## src/rtl/ppb_pkg.sv

```systemverilog
package ppb_pkg;
  localparam int PORT_W = 8;
  localparam int HALF_W = PORT_W / 2;
  localparam int ADDR_W = 2;
  localparam int NPORT  = 3;
  localparam int SEL_W  = $clog2(PORT_W);

  localparam logic [ADDR_W-1:0] ADR_PA  = 2'b00;
  localparam logic [ADDR_W-1:0] ADR_PB  = 2'b01;
  localparam logic [ADDR_W-1:0] ADR_PC  = 2'b10;
  localparam logic [ADDR_W-1:0] ADR_CTL = 2'b11;

  // reset config: basic mode, every port input
  localparam logic [PORT_W-2:0] CTL_RST = 7'h1B;

  typedef enum logic [1:0] {
    GM_BASIC   = 2'd0,
    GM_STROBED = 2'd1,
    GM_BIDIR   = 2'd2
  } grp_mode_e;

  typedef struct packed {
    logic              cs_n;
    logic              wr_n;
    logic [ADDR_W-1:0] addr;
    logic [PORT_W-1:0] data;
  } bus_smp_t;
endpackage

```

## src/rtl/ppb_wr_edge.sv

```systemverilog
module ppb_wr_edge
  import ppb_pkg::*;
(
  input  logic              clk_i,
  input  logic              rst_ni,
  input  logic              cs_ni,
  input  logic              wr_ni,
  input  logic [ADDR_W-1:0] addr_i,
  input  logic [PORT_W-1:0] data_i,
  output logic              wr_stb_o,
  output logic [ADDR_W-1:0] addr_o,
  output logic [PORT_W-1:0] data_o
);
  localparam bus_smp_t SMP_IDLE = '{cs_n: 1'b1, wr_n: 1'b1, addr: '0, data: '0};

  bus_smp_t s1_q, s2_q;

  always_ff @(posedge clk_i or negedge rst_ni) begin
    if (!rst_ni) begin
      s1_q <= SMP_IDLE;
      s2_q <= SMP_IDLE;
    end else begin
      s1_q <= '{cs_n: cs_ni, wr_n: wr_ni, addr: addr_i, data: data_i};
      s2_q <= s1_q;
    end
  end

  // commit on release, using the last sample taken while the strobe was low
  assign wr_stb_o = s1_q.wr_n & ~s2_q.wr_n & ~s2_q.cs_n;
  assign addr_o   = s2_q.addr;
  assign data_o   = s2_q.data;
endmodule

```

## src/rtl/ppb_cfg.sv

```systemverilog
module ppb_cfg
  import ppb_pkg::*;
(
  input  logic              clk_i,
  input  logic              rst_ni,
  input  logic              wr_stb_i,
  input  logic [ADDR_W-1:0] addr_i,
  input  logic [PORT_W-1:0] data_i,
  output logic [PORT_W-2:0] ctl_o,
  output logic              mode_set_o,
  output logic              mode_wr_o,
  output logic              bit_wr_o,
  output logic [1:0]        grp_a_mode_o,
  output logic              grp_b_mode_o,
  output logic [PORT_W-1:0] pa_oe_o,
  output logic [PORT_W-1:0] pb_oe_o,
  output logic [PORT_W-1:0] pc_oe_o,
  output logic [PORT_W-1:0] pc_basic_o
);
  logic [PORT_W-2:0] ctl_q;
  logic              mode_set_q;
  logic              ctl_hit;
  logic              basic_a, basic_b;
  grp_mode_e         mode_a;

  assign ctl_hit   = wr_stb_i && (addr_i == ADR_CTL);
  assign mode_wr_o = ctl_hit & data_i[PORT_W-1];
  assign bit_wr_o  = ctl_hit & ~data_i[PORT_W-1];

  always_ff @(posedge clk_i or negedge rst_ni) begin
    if (!rst_ni) begin
      ctl_q      <= CTL_RST;
      mode_set_q <= 1'b0;
    end else begin
      mode_set_q <= mode_wr_o;
      if (mode_wr_o) ctl_q <= data_i[PORT_W-2:0];
    end
  end

  always_comb begin
    if (ctl_q[6])      mode_a = GM_BIDIR;
    else if (ctl_q[5]) mode_a = GM_STROBED;
    else               mode_a = GM_BASIC;
  end

  assign basic_a = (mode_a == GM_BASIC);
  assign basic_b = ~ctl_q[2];

  assign pa_oe_o    = {PORT_W{basic_a & ~ctl_q[4]}};
  assign pb_oe_o    = {PORT_W{basic_b & ~ctl_q[1]}};
  assign pc_oe_o    = {{HALF_W{basic_a & ~ctl_q[3]}}, {HALF_W{basic_b & ~ctl_q[0]}}};
  assign pc_basic_o = {{HALF_W{basic_a}}, {HALF_W{basic_b}}};

  assign ctl_o        = ctl_q;
  assign mode_set_o   = mode_set_q;
  assign grp_a_mode_o = mode_a;
  assign grp_b_mode_o = ctl_q[2];
endmodule

```

## src/rtl/ppb_port_latch.sv

```systemverilog
module ppb_port_latch #(
  parameter int W = 8
) (
  input  logic         clk_i,
  input  logic         rst_ni,
  input  logic         clr_i,
  input  logic         wr_i,
  input  logic [W-1:0] mask_i,
  input  logic [W-1:0] data_i,
  output logic [W-1:0] q_o
);
  logic [W-1:0] q;

  always_ff @(posedge clk_i or negedge rst_ni) begin
    if (!rst_ni)   q <= '0;
    else if (clr_i) q <= '0;
    else if (wr_i)  q <= (q & ~mask_i) | (data_i & mask_i);
  end

  assign q_o = q;
endmodule

```

## src/rtl/ppb_top.sv

```systemverilog
module ppb_top
  import ppb_pkg::*;
(
  input  logic              clk_i,
  input  logic              rst_ni,
  input  logic              cs_ni,
  input  logic              rd_ni,
  input  logic              wr_ni,
  input  logic [ADDR_W-1:0] addr_i,
  input  logic [PORT_W-1:0] data_i,
  output logic [PORT_W-1:0] data_o,
  output logic              data_oe_o,
  input  logic [PORT_W-1:0] pa_i,
  output logic [PORT_W-1:0] pa_o,
  output logic [PORT_W-1:0] pa_oe_o,
  input  logic [PORT_W-1:0] pb_i,
  output logic [PORT_W-1:0] pb_o,
  output logic [PORT_W-1:0] pb_oe_o,
  input  logic [PORT_W-1:0] pc_i,
  output logic [PORT_W-1:0] pc_o,
  output logic [PORT_W-1:0] pc_oe_o,
  output logic [1:0]        grp_a_mode_o,
  output logic              grp_b_mode_o,
  output logic              mode_set_o
);
  logic              wr_stb;
  logic [ADDR_W-1:0] wr_addr;
  logic [PORT_W-1:0] wr_data;
  logic [PORT_W-2:0] ctl;
  logic              mode_wr, bit_wr;
  logic [PORT_W-1:0] pc_basic;
  logic [PORT_W-1:0] bit_mask;

  logic [NPORT-1:0]             lat_wr;
  logic [NPORT-1:0][PORT_W-1:0] lat_mask, lat_data, lat_q;
  logic [NPORT-1:0][PORT_W-1:0] pin_i, pin_oe, rd_view;

  ppb_wr_edge u_edge (
    .clk_i, .rst_ni, .cs_ni, .wr_ni, .addr_i, .data_i,
    .wr_stb_o(wr_stb), .addr_o(wr_addr), .data_o(wr_data)
  );

  ppb_cfg u_cfg (
    .clk_i, .rst_ni,
    .wr_stb_i(wr_stb), .addr_i(wr_addr), .data_i(wr_data),
    .ctl_o(ctl), .mode_set_o(mode_set_o), .mode_wr_o(mode_wr), .bit_wr_o(bit_wr),
    .grp_a_mode_o(grp_a_mode_o), .grp_b_mode_o(grp_b_mode_o),
    .pa_oe_o(pa_oe_o), .pb_oe_o(pb_oe_o), .pc_oe_o(pc_oe_o), .pc_basic_o(pc_basic)
  );

  always_comb begin
    bit_mask = '0;
    bit_mask[wr_data[SEL_W:1]] = 1'b1;
  end

  // Port A / B: full-byte writes; Port C: masked direct write or single-bit command
  assign lat_wr[0]   = wr_stb && (wr_addr == ADR_PA);
  assign lat_wr[1]   = wr_stb && (wr_addr == ADR_PB);
  assign lat_wr[2]   = (wr_stb && (wr_addr == ADR_PC)) || bit_wr;
  assign lat_mask[0] = '1;
  assign lat_mask[1] = '1;
  assign lat_mask[2] = bit_wr ? bit_mask : pc_oe_o;
  assign lat_data[0] = wr_data;
  assign lat_data[1] = wr_data;
  assign lat_data[2] = bit_wr ? {PORT_W{wr_data[0]}} : wr_data;

  assign pin_i  = {pc_i, pb_i, pa_i};
  assign pin_oe = {pc_oe_o, pb_oe_o, pa_oe_o};

  for (genvar p = 0; p < NPORT; p++) begin : g_port
    ppb_port_latch #(.W(PORT_W)) u_lat (
      .clk_i, .rst_ni,
      .clr_i (mode_wr),
      .wr_i  (lat_wr[p]),
      .mask_i(lat_mask[p]),
      .data_i(lat_data[p]),
      .q_o   (lat_q[p])
    );
    assign rd_view[p] = (pin_oe[p] & lat_q[p]) | (~pin_oe[p] & pin_i[p]);
  end

  assign pa_o = lat_q[0];
  assign pb_o = lat_q[1];
  assign pc_o = lat_q[2];

  always_comb begin
    unique case (addr_i)
      ADR_PA:  data_o = rd_view[0];
      ADR_PB:  data_o = rd_view[1];
      ADR_PC:  data_o = (pc_basic & rd_view[2]) | (~pc_basic & lat_q[2]);
      default: data_o = {1'b1, ctl};
    endcase
  end

  assign data_oe_o = ~cs_ni & ~rd_ni;
endmodule

```

## config.mk

```make
export PLATFORM = sky130hd
export DESIGN_NAME = ppb_top
export DESIGN_NICKNAME = d
export VERILOG_FILES = /design/src/rtl/ppb_pkg.sv /design/src/rtl/ppb_wr_edge.sv /design/src/rtl/ppb_cfg.sv /design/src/rtl/ppb_port_latch.sv /design/src/rtl/ppb_top.sv
export SDC_FILE = /design/constraint.sdc
export NUM_CORES = 1
export LEC_CHECK = 0
export CAP_MARGIN = 15
export CELL_PAD_IN_SITES_DETAIL_PLACEMENT = 0
export CELL_PAD_IN_SITES_GLOBAL_PLACEMENT = 1
export CORE_ASPECT_RATIO = 1.75
export CORE_UTILIZATION = 37
export DETAILED_ROUTE_END_ITERATION = 10
export PLACE_DENSITY_LB_ADDON = 0.1
export SYNTH_ARGS = -nofsm -noshare
export SYNTH_HDL_FRONTEND = slang
export SYNTH_SLANG_ARGS = --single-unit
```

## constraint.sdc

```tcl
create_clock -name clk_i -period 6.02 [get_ports clk_i]
set_clock_uncertainty 0.1 [all_clocks]
set_input_delay 1.204 -clock clk_i [delete_from_list [all_inputs] [get_ports clk_i]]
set_output_delay 1.204 -clock clk_i [all_outputs]
set_load 0.01 [all_outputs]
```

Word-level counts from Yosys, hierarchy flattened
Index checks and enable logic that the tools add are counted.
- flip-flop bits (word level): 56
- logic and storage cells: 84
- output and inout bits: 61
- $lt $le $gt $ge: 2
- bitwise gates (word level): 39
- equality and inequality tests: 5
- mux-type cells: 13
- reduce and logical (&&, ||, !) cells: 12
- operator list (kind ; count):
    8-bit bitwise AND ; 10
    8-bit two-way mux ; 8
    8-bit NOT ; 5
    8-bit bitwise OR ; 5
    8-bit case mux with 3 select lines ; 1
    1-bit NOT ; 10
    1-bit bitwise AND ; 9
    2-bit equality test (second input constant) ; 3
    2-bit zero test ; 3
    2-bit nonzero test ; 3
    1-bit logical AND ; 5
    2-bit by 1-bit equality test with 1-bit output (second input constant) ; 2
    3-bit by 4-bit less-than comparator with 1-bit output (second input constant) ; 1
    1-bit demux with 3-bit select ; 1
    3-bit by 1-bit greater-or-equal comparator with 1-bit output (second input constant) ; 1
    1-bit two-way mux ; 2
    2-bit two-way mux ; 1
    1-bit logical OR ; 1

Depth between registers and ports, before layout
- depth in word-level cells: 11
- mapped depth: 7
- gate-level depth less buffers: 5

Hierarchy
A second synthesis with hierarchy kept.
- cells, all modules: 295
- area total of the unflattened synthesis: 3181.8 µm²
- by module, submodules not included (module ; instances ; cells each ; area each (µm²)):
    ppb_port_latch ; 3 ; 35 ; 390.4
    ppb_top ; 1 ; 99 ; 743.2
    ppb_wr_edge ; 1 ; 35 ; 693.2
    ppb_cfg ; 1 ; 56 ; 574.3

Worst setup path before layout
No wires, ideal clock.
- path type: in2out
- start point: input port addr_i[1]
- end point: output port data_o[7]
- slack: 2438 ps
- stages: 3
- data required time: 4716 ps
- buffers on the path: 1
- arrival: 2278 ps
- path through: buf_1 -> mux2_2 -> o21ai_0
- word-level cells in the longest chain between the ends: 2
- elaborated cells on any way between the ends: 4
- classes of those cells: 2 x eq/ne; 1 x mux; 1 x reduce/logical
- ends and longest elaborated chain (item ; line ; text):
    start: declaration ; ppb_top.sv:9 ; input logic [ADDR_W-1:0] addr_i,
    2-bit equality test, or another cell as far along ; ppb_top.sv:87 ; unique case (addr_i)
    8-bit case mux with 3 select lines (*) ; ppb_top.sv:87 ;
    end: declaration ; ppb_top.sv:11 ; output logic [PORT_W-1:0] data_o,
Mark *: on every way between the ends. The rest lies on a longest branch, timed or not.

Worst setup path after layout
Same ends and word-level chain as after synthesis.

==> impl_metrics.toml <==
[worst_hold_path]
worstHoldPathType = "reg2reg"
whs_endpoint = "u_edge.addr_o[0]"
worst_hold_path.num_cells = 0
start_point_of_the_worst_hold_path = "u_edge.s1_q[8]"

[power_and_ir_drop]
ir_worst_vdd_v = 0.000175
powerDensity_mw_per_mm2 = 347
report.power.total_mw = 1.37
cellLeakagePower_nw = 1.61

[cells_and_area]
finalInstanceArea_mm2 = 0.00394
antennaDiodeCount = 0
fin_nets = 354
fillers = 692
post_route_cells_drive_above_1_share = 0.196
final_core_util = 0.524
multi_input_comb_area_mm2 = 0.00121
area.sequential_mm2 = 0.00141
area_growth_syn_to_layout_pct = 38.1
most_used_cells_in_the_layout_excluding_fill_and_tap_cells = "98 x sky130_fd_sc_hd__clkdlybuf4s50_1, 48 x sky130_fd_sc_hd__dfrtp_1, 26 x sky130_fd_sc_hd__mux2_2"
most_common_cell_after_layout_fill_and_taps_aside = "sky130_fd_sc_hd__clkdlybuf4s50_1"
fin_cells = 404

[floorplan]
chipWidth_um = 68.4
placeableCoreArea_mm2 = 0.00751
dieHeight_um = 118
initial_core_util = 0.379
die_area_mm2 = 0.00808
rows = 42
top_level_ports = 100

[worst_setup_path]
critPathArrivalTime_ns = 3.24
timing_worst_setup_path_type = "in2out"
timing.critical_path.fanout_max = 10
critical_path.startpoint_type = "input port"
critical-path-max-stage-delay_ns = 0.88
r2r_slack_ns = 3.54
critical-path-top-delay-family = "buffers and inverters"
master_of_the_slowest_instance_on_the_critical_path = "sky130_fd_sc_hd__clkdlybuf4s50_1"
cp-end-kind = "output port"
worst_ep_required_time_ns = 4.72
worstReg2RegEnd = "u_cfg.ctl_o[6]"
crit_buf_inv = 2
worstReg2RegStart = "u_edge.s1_q[10]"
worst_path_most_repeated_cell = "sky130_fd_sc_hd__clkdlybuf4s50_1"
critical_path.cell_chain = "clkdlybuf4s50_1, mux2_2, o21ai_0, clkdlybuf4s50_1"
depth_of_the_worst_register_to_register_path = 4

[synth]
yosys.area_share.adder = 0
synth_xor_xnor_area_share = 0
seq_area_frac_synth = 0.495
synthSimpleGateAreaFrac = 0.122
synth-compound-area-share = 0.0864
synth_nets = 278
synth_warnings = 0
synth_top_family_by_area = "multiplexers"
synth.area.mux_share = 0.216
synth-edff-count = 0
synth_cell_types = 42
postSynth.topFlopCell = "sky130_fd_sc_hd__dfrtp_1"
post_synth.cell_area_avg_um2 = 11.9
synthesis.instances = 239
synth.ff_latch_count = 56
share_of_synthesized_registers_carrying_an_async_set_or_reset = 1.00
netlist_area_before_placement_mm2 = 0.00285

[place]
place.detailed.instances = 396
post_dp_cell_area_mm2 = 0.00375
port_buffers = 99
hpwl_detailed_um = 5560
gpl.final_weighted_congestion = 0.768

[detailed_routing]
routed_wire_length_per_instance_um = 18.7
routed_via_density = 5.35
drt_drc_violations_left = 0
num_vias = 2161
detail_route.iter0.violations = 125
drt-total-wl_um = 7540
drt.antenna.violating_nets = 0
dr.pass1.iters = 4

[clocking]
cts_tree = "built"
cts-htree-levels = 2
cts_buffers = 5
cts.sink_count = 56
clock_tree.root_cell = "sky130_fd_sc_hd__clkbuf_16"
clock_latency_ns = 0.29
clk_transition_reported_paths_ns = 0.07
post_cts.resized_instances = 0
clk_path_buf_depth = 2
cts_setup_buffers = 0
ctsHoldBuffers = 0

[timing]
unrepaired_setup_endpoints_after_global_routing = "false"
final-setup-viol-count = 0
finalWorstPathRequiredPeriod_ns = 4.54
slew_at_the_pin_with_the_worst_max_slew_slack_ns = 0.853
fin_tns_setup_ns = 0
max_freq_mhz = 220
timing_hold_violations_final = 0
min_period_over_period = 0.755
slew_headroom = 0.430
count_of_pins_over_their_slew_limit = 0

[outcome]
status = "completed"

[grt]
gr-usage-met3 = 0.0425
gr-usage-met2 = 0.331
antenna_violations_before_repair = 0
grt_first_pass_wirelength_um = 11800
number_of_global_route_vias_before_repair = 2151
total_routing_usage_gr = 0.203
grt_most_used_layer = "met2"
grt.overflow.total = 0
global_route.usage.met1 = 0.260
pin_count_of_the_biggest_net_entering_global_routing = 57

[job]
drv_cap = 0
[flip-flops by register name, summed over array words and instances, names as in the netlist]
register / cells
u_cfg.mode_set_o: 1
u_edge.s1_q: 12
g_port.u_lat.q_o: 24
u_cfg.ctl_o: 7
u_edge.data_o: 8
u_edge.addr_o: 2
u_edge.s2_q: 2
[worst register-to-register path, cell delays in order (launching register included)]
cell	delay, ns
sky130_fd_sc_hd__dfstp_2	0.55
sky130_fd_sc_hd__and4bb_2	0.48
sky130_fd_sc_hd__nand3_1	0.23
sky130_fd_sc_hd__inv_1	0.60
sky130_fd_sc_hd__mux2_2	0.41
[Yosys cell counts (all sizes together) (2+ instances only)]
cell type,count,area (um2)
clkbuf,4,15.0
nand4,8,50.1
nand2,8,30.0
o311ai,3,26.3
o21ai,6,30.0
buf,29,200
mux4,7,158
a21oi,12,60.1
dfrtp,48,1200
dfstp,8,210
nor2b,5,31.3
o22a,2,17.5
a21o,2,15.0
inv,4,15.0
nand4b,4,35.0
mux2i,12,120
and2,2,12.5
nand3,8,40.0
a31oi,2,12.5
nor2,17,63.8
nor3,2,15.0
a2bb2oi,4,35.0
mux2,29,338
[metal layers]
metal  part of all wire  vias up  wire length [um]
li1                   -     1002                 -
met1               0.41     1079              3090
met2               0.53       71              4020
met3              0.041        9               310
met4              0.016        0               118
met5                  0        -                 0
[per-stage QoR]
stage | worst slack, ns | hold slack [ns]
after floorplan | 2.44 | 0.231
after CTS | 1.42 | 0.251
after global routing | 1.40 | 0.259
final | 1.48 | 0.249
after global placement | 1.44 | 0.233
after detailed placement | 1.45 | 0.235
[power by group]
part           internal (mW)  switching (mW)
clock                  0.219           0.131
sequential             0.438          0.0574
combinational          0.318           0.205
[cell families (layout without fill, tap and decap cells)]
logic type / after synthesis / count (layout)
mux: 48 / 48
flops: 56 / 56
compound gates: 37 / 37
simple gates: 61 / 61
buf+inv: 37 / 114
[area by class of cell]
type | instances | area share
multi-input combinational | 146 | 0.307
sequential | 56 | 0.358
inverter | 4 | 0.00381
timing repair buffer | 102 | 0.256
clock buffer | 7 | 0.0388
clock inverter | 1 | 0.00763
tap | 88 | 0.0280
[worst max path at each step]
stage / start / end / slack, ns / depth (start not counted)
after global routing: addr_i[1] / data_o[7] / 1.40 / 4
after global placement: addr_i[1] / data_o[7] / 1.44 / 4
after floorplan: addr_i[1] / data_o[7] / 2.44 / 3
after CTS: addr_i[1] / data_o[7] / 1.42 / 4
after detailed placement: addr_i[1] / data_o[7] / 1.45 / 4
final: addr_i[1] / data_o[7] / 1.48 / 4
(Power assumes the default switching activity.)
